==> config.mk <==
export PLATFORM = sky130hd
export DESIGN_NAME = frac_baud_gen
export DESIGN_NICKNAME = d
export VERILOG_FILES = /design/src/rtl/fbg_pkg.sv /design/src/rtl/baud_mask_src.sv /design/src/rtl/baud_slot_timer.sv /design/src/rtl/baud_slot_seq.sv /design/src/rtl/frac_baud_gen.sv
export SDC_FILE = /design/constraint.sdc
export NUM_CORES = 1
export LEC_CHECK = 0
export BUFFER_PORTS_ARGS = -buffer_cell sky130_fd_sc_hd__buf_2
export CAP_MARGIN = 20
export CORE_MARGIN = 10
export CORE_UTILIZATION = 30
export CTS_CLUSTER_SIZE = 10
export DETAILED_ROUTE_END_ITERATION = 16
export SYNTH_ARGS = -nofsm -noshare
export SYNTH_HDL_FRONTEND = slang
export SYNTH_SLANG_ARGS = --single-unit
==> constraint.sdc <==
create_clock -name clk -period 4.9 [get_ports clk]
set_clock_uncertainty 0.15 [all_clocks]
set_input_delay 0.98 -clock clk [delete_from_list [all_inputs] [get_ports clk]]
set_output_delay 0.98 -clock clk [all_outputs]
set_load 0.05 [all_outputs]
==> src/rtl/fbg_pkg.sv <==
package fbg_pkg;

    localparam int unsigned DIV_W  = 16;
    localparam int unsigned SLOT_N = 16;
    localparam int unsigned IDX_W  = $clog2(SLOT_N);
    localparam int unsigned CNT_W  = DIV_W + 1;
    localparam int unsigned XCNT_W = $clog2(SLOT_N);

    typedef struct packed {
        logic [DIV_W-1:0]  div;
        logic [SLOT_N-1:0] mask;
    } slot_cfg_t;

    // Evenly spread stretch pattern for a given number of long slots.
    function automatic logic [SLOT_N-1:0] spread_pattern(input logic [XCNT_W-1:0] n);
        logic [SLOT_N-1:0] p;
        case (n)
            4'd0:    p = 16'h0000;
            4'd1:    p = 16'h0080;
            4'd2:    p = 16'h0808;
            4'd3:    p = 16'h0888;
            4'd4:    p = 16'h2222;
            4'd5:    p = 16'h4924;
            4'd6:    p = 16'h4A52;
            4'd7:    p = 16'h54AA;
            4'd8:    p = 16'h5555;
            4'd9:    p = 16'hD555;
            4'd10:   p = 16'hD5D5;
            4'd11:   p = 16'hDDD5;
            4'd12:   p = 16'hDDDD;
            4'd13:   p = 16'hDFDD;
            4'd14:   p = 16'hDFDF;
            default: p = 16'hFFDF;
        endcase
        return p;
    endfunction

endpackage

==> src/rtl/baud_mask_src.sv <==
module baud_mask_src
    import fbg_pkg::*;
#(
    parameter bit HAS_COUNT_PATH = 1'b1
) (
    input  logic [SLOT_N-1:0] raw_mask,
    input  logic              use_count,
    input  logic [XCNT_W-1:0] long_count,
    output logic [SLOT_N-1:0] mask
);

    generate
        if (HAS_COUNT_PATH) begin : g_count
            // pattern built from the count of stretched slots
            always_comb begin
                if (use_count) mask = spread_pattern(long_count);
                else           mask = raw_mask;
            end
        end else begin : g_direct
            logic unused_sel;
            assign unused_sel = ^{use_count, long_count};
            assign mask = raw_mask;
        end
    endgenerate

endmodule

==> src/rtl/baud_slot_timer.sv <==
module baud_slot_timer
    import fbg_pkg::*;
(
    input  logic             clk,
    input  logic             rst,
    input  logic             en,
    input  slot_cfg_t        cfg_in,
    input  logic [IDX_W-1:0] idx,
    output logic             boundary,
    output slot_cfg_t        cfg_q
);

    logic [CNT_W-1:0] cnt;
    logic [CNT_W-1:0] limit;

    // Slot spans limit+1 clocks: divisor+1, plus one when the slot is stretched.
    assign limit    = {1'b0, cfg_q.div} + CNT_W'(cfg_q.mask[idx]);
    assign boundary = en && (cnt == limit);

    always_ff @(posedge clk) begin
        if (rst || !en) begin
            cnt   <= '0;
            cfg_q <= cfg_in;
        end else if (boundary) begin
            cnt   <= '0;
            cfg_q <= cfg_in;   // new settings take hold for the next slot only
        end else begin
            cnt   <= cnt + 1'b1;
        end
    end

endmodule

==> src/rtl/baud_slot_seq.sv <==
module baud_slot_seq
    import fbg_pkg::*;
(
    input  logic             clk,
    input  logic             rst,
    input  logic             en,
    input  logic             boundary,
    output logic [IDX_W-1:0] idx,
    output logic             last
);

    assign last = (idx == IDX_W'(SLOT_N - 1));

    always_ff @(posedge clk) begin
        if (rst || !en)    idx <= '0;
        else if (boundary) idx <= idx + 1'b1;   // wraps after the final slot
    end

endmodule

==> src/rtl/frac_baud_gen.sv <==
module frac_baud_gen
    import fbg_pkg::*;
#(
    parameter bit HAS_COUNT_PATH = 1'b1
) (
    input  logic              clk,
    input  logic              rst,
    input  logic              en,
    input  logic [DIV_W-1:0]  divisor,
    input  logic [SLOT_N-1:0] slot_mask,
    input  logic              mask_from_count,
    input  logic [XCNT_W-1:0] extra_count,
    output logic              tick,
    output logic              bit_strobe
);

    slot_cfg_t        next_cfg;
    slot_cfg_t        cur_cfg;
    logic [SLOT_N-1:0] sel_mask;
    logic             boundary;
    logic [IDX_W-1:0] slot_idx;
    logic             slot_last;
    logic [DIV_W-1:0] cur_div;

    baud_mask_src #(.HAS_COUNT_PATH(HAS_COUNT_PATH)) u_mask (
        .raw_mask   (slot_mask),
        .use_count  (mask_from_count),
        .long_count (extra_count),
        .mask       (sel_mask)
    );

    assign next_cfg.div  = divisor;
    assign next_cfg.mask = sel_mask;
    assign cur_div       = cur_cfg.div;

    baud_slot_timer u_timer (
        .clk      (clk),
        .rst      (rst),
        .en       (en),
        .cfg_in   (next_cfg),
        .idx      (slot_idx),
        .boundary (boundary),
        .cfg_q    (cur_cfg)
    );

    baud_slot_seq u_seq (
        .clk      (clk),
        .rst      (rst),
        .en       (en),
        .boundary (boundary),
        .idx      (slot_idx),
        .last     (slot_last)
    );

    always_ff @(posedge clk) begin
        if (rst) begin
            tick       <= 1'b0;
            bit_strobe <= 1'b0;
        end else begin
            tick       <= boundary;
            bit_strobe <= boundary && slot_last;
        end
    end

endmodule

==> key figures <==
Setup path
  • CP peak stage delay: 0.56 ns
  • R2R Path End: u_timer.cfg_q[15]
  • Flop2flop setup slack: 0.50 ns
  • WP data required: 4.73 ns
  • Top delay family on crit path: simple AND/OR/NAND/NOR gates
  • Slowest stage cell, crit path: mux4_2
  • Worst r2r src: u_seq.idx[0]
  • Crit path cell chain: mux4_2, mux4_2, ha_1, ha_1, nand3_4, o311ai_1, a21boi_1, or4_1, and4b_1, nand2b_2, buf_4
  • Bufs and invs on worst path: 1
  • Crit Path Class: flop to flop
  • Crit. path cell count: 11
  • Critical path origin: u_seq.idx[0]
  • Worst-case reg-to-reg path depth: 11
  • Setup crit end kind: flop
  • Worst path arrival time: 4.23 ns
  • End point of the critical path: u_timer.cfg_q[15]
  • CP startpoint kind: flop
  • Worst Path Max Fanout: 30

Die
  • Total die area: 0.0150 mm²
  • Starting density of the core: 0.305
  • Die height: 122 µm
  • Core area: 0.0103 mm²
  • Die width: 122 µm
  • # rows: 37
  • # IOs: 42

Timing
  • Final worst slack: 0.498 ns
  • Final Hold Violating Endpoints: 0
  • Fmax: 227 MHz
  • Worst-Margin Slew: 0.627 ns
  • RSZ-0062 raised after global routing: no
  • Tcrit/Tclk final: 0.898
  • Final setup vio count: 0
  • Fin. max-slew vios: 0
  • TNS Setup: 0 ns
  • Tmin final: 4.40 ns
  • Slew headroom: 0.581

Clock network
  • Longest Clk Path Bufs: 2
  • Clock Pin Slew Worst Setup and Hold Paths: 0.09 ns
  • Clock Latency Late Sink: 0.30 ns
  • Hold_buf cts: 0
  • CTS resizes: 0
  • Clk root buf: clkbuf_8
  • H-tree depth: 2
  • CTS tree: built
  • Num CTS Buffers: 5
  • Clock sink total: 55
  • Post-CTS setup buffer count: 0

Routing
  • Post-Route WL: 6570 µm
  • Vias: 2,351
  • ANT nets after route: 0
  • DR WL/cell: 13.8 µm
  • Vias per std cell: 4.93
  • Starting DRT DRC Count: 222
  • Drt first pass iters: 4
  • Post-route DRC: 0

Synthesis
  • Post-synthesis cell type count: 53
  • Synth Flop Type: edfxtp_1
  • Biggest area consumer among synthesized cells: edfxtp_1
  • Synth top area cells: edfxtp_1 31%, dfxtp_1 15%, xnor2_1 5.9%, xor2_1 4.7%, ha_1 4.0%
  • Post-synth EDFFs: 32
  • Mapped cell area: 0.00314 mm²
  • Asr flop ratio synth: 0
  • Synthesized flop and latch total: 55
  • Mapped Nets: 356
  • Ys Warns: 0
  • Synth top area share: 0.306
  • Post-synthesis sequential area ratio: 0.453
  • Cells after synthesis: 306
  • Mean Syn Cell Area: 10.3 µm²

Run
  • Max_cap viols: 0

Place
  • Dpl ws: 0.481 ns
  • Post-DP HPWL: 5180 µm
  • IO buf count: 41
  • RePlAce Congestion: 0.924

Layout
  • Area Growth Syn to Fin: 14.1%
  • Diode count: 0
  • Most common cell after layout, fill and taps aside: buf_2
  • Commonest cells after routing, fill and taps aside: 41 x buf_2, 32 x edfxtp_1, 31 x nor2_1
  • Final #Nets: 390
  • Share of cells above drive strength 1: 0.191

Global routing
  • Pin count of the biggest net entering global routing: 31
  • All-Layer GR Usage: 0.0888
  • Vias in the first global route: 2,317
  • Initial antenna violation count: 0
  • Total gr overflow: 0
  • Global-route wire length before repair: 10,900 µm

Pwr
  • Worst vdd ir: 130 µV
  • P_leak: 0.00131 µW
  • Pwr dens: 274 mW/mm²

Hold path
  • Tightest Hold Check Type: flop to flop

Outcome
  • Status: finished, final reports clean
[metal layers]
layer / track usage / wire length [µm] / up-vias
met4: 0.0457 / 187 / 0
met3: 0.0207 / 373 / 15
met2: 0.143 / 3090 / 61
met1: 0.109 / 2920 / 1104
met5: 0 / 0 / -
li1: - / - / 1171
[cells in the mapped netlist, drive strengths merged, types with 10 or more instances]
cell / number
inv: 14
nand2: 21
xor2: 17
edfxtp: 32
nand3: 15
dfxtp: 23
nand4: 12
ha: 10
nor2: 31
o21ai: 13
xnor2: 21
[power by group]
part / switching [µW] / internal, µW / total, µW
Clock: 141 / 183 / 324
Combinational: 58.3 / 54.0 / 112
Sequential: 24.5 / 521 / 546
Total: 224 / 758 / 982
[worst min-delay path, delay by kind of cell (launching register included)]
family	cells	cell delay (ns)
flops	1	0.35
simple gates	2	0.12
[stage by stage]
step | area [µm²] | std cells | util | power (µW) | hold slack (ns)
2_1_floorplan | 3140 | 306 | - | 631 | 0.310
3_3_place_gp | 3450 | 469 | 0.336 | 669 | 0.350
3_5_place_dp | 3450 | 469 | 0.336 | 670 | 0.345
4_1_cts | 3580 | 477 | 0.348 | 997 | 0.360
5_1_grt | 3580 | 477 | 0.348 | 1030 | 0.396
6_report | 3580 | 477 | 0.348 | 982 | 0.352
[registers in the layout, summed over array words and instances, names as in the netlist]
signal	count
u_timer.cnt	17
bit_strobe	1
u_seq.idx	4
tick	1
u_timer.cfg_q	32
[cell families (layout without fill, tap and decap cells)]
group / Yosys count / after routing / share of synthesized area
simple gates: 119 / 119 / 0.212
flops: 55 / 55 / 0.453
compound gates: 44 / 44 / 0.0941
xor+xnor: 38 / 38 / 0.106
buf+inv: 30 / 65 / 0.0430
fa+ha+maj: 10 / 10 / 0.0399
mux: 10 / 10 / 0.0526
[how the worst min path moves through the flow]
stage                    from              to  slack [ns]  cells after the start
3_5_place_dp     u_seq.idx[3]      bit_strobe        0.35                      2
2_1_floorplan  u_timer.cnt[0]  u_timer.cnt[0]        0.31                      1
4_1_cts          u_seq.idx[3]      bit_strobe        0.36                      2
6_report         u_seq.idx[3]      bit_strobe        0.35                      2
3_3_place_gp   u_timer.cnt[0]  u_timer.cnt[0]        0.35                      1
5_1_grt          u_seq.idx[3]      bit_strobe        0.40                      2
[final cells by class]
cell class,instances,area (µm²)
tap,136,170
fill,1047,6700
multi-input combinational,221,1590
sequential,55,1420
clock inverter,2,37.5
timing repair buffer,43,220
inverter,14,52.6
clock buffer,6,93.8
Note: power is estimated with default switching activity, not from simulation.
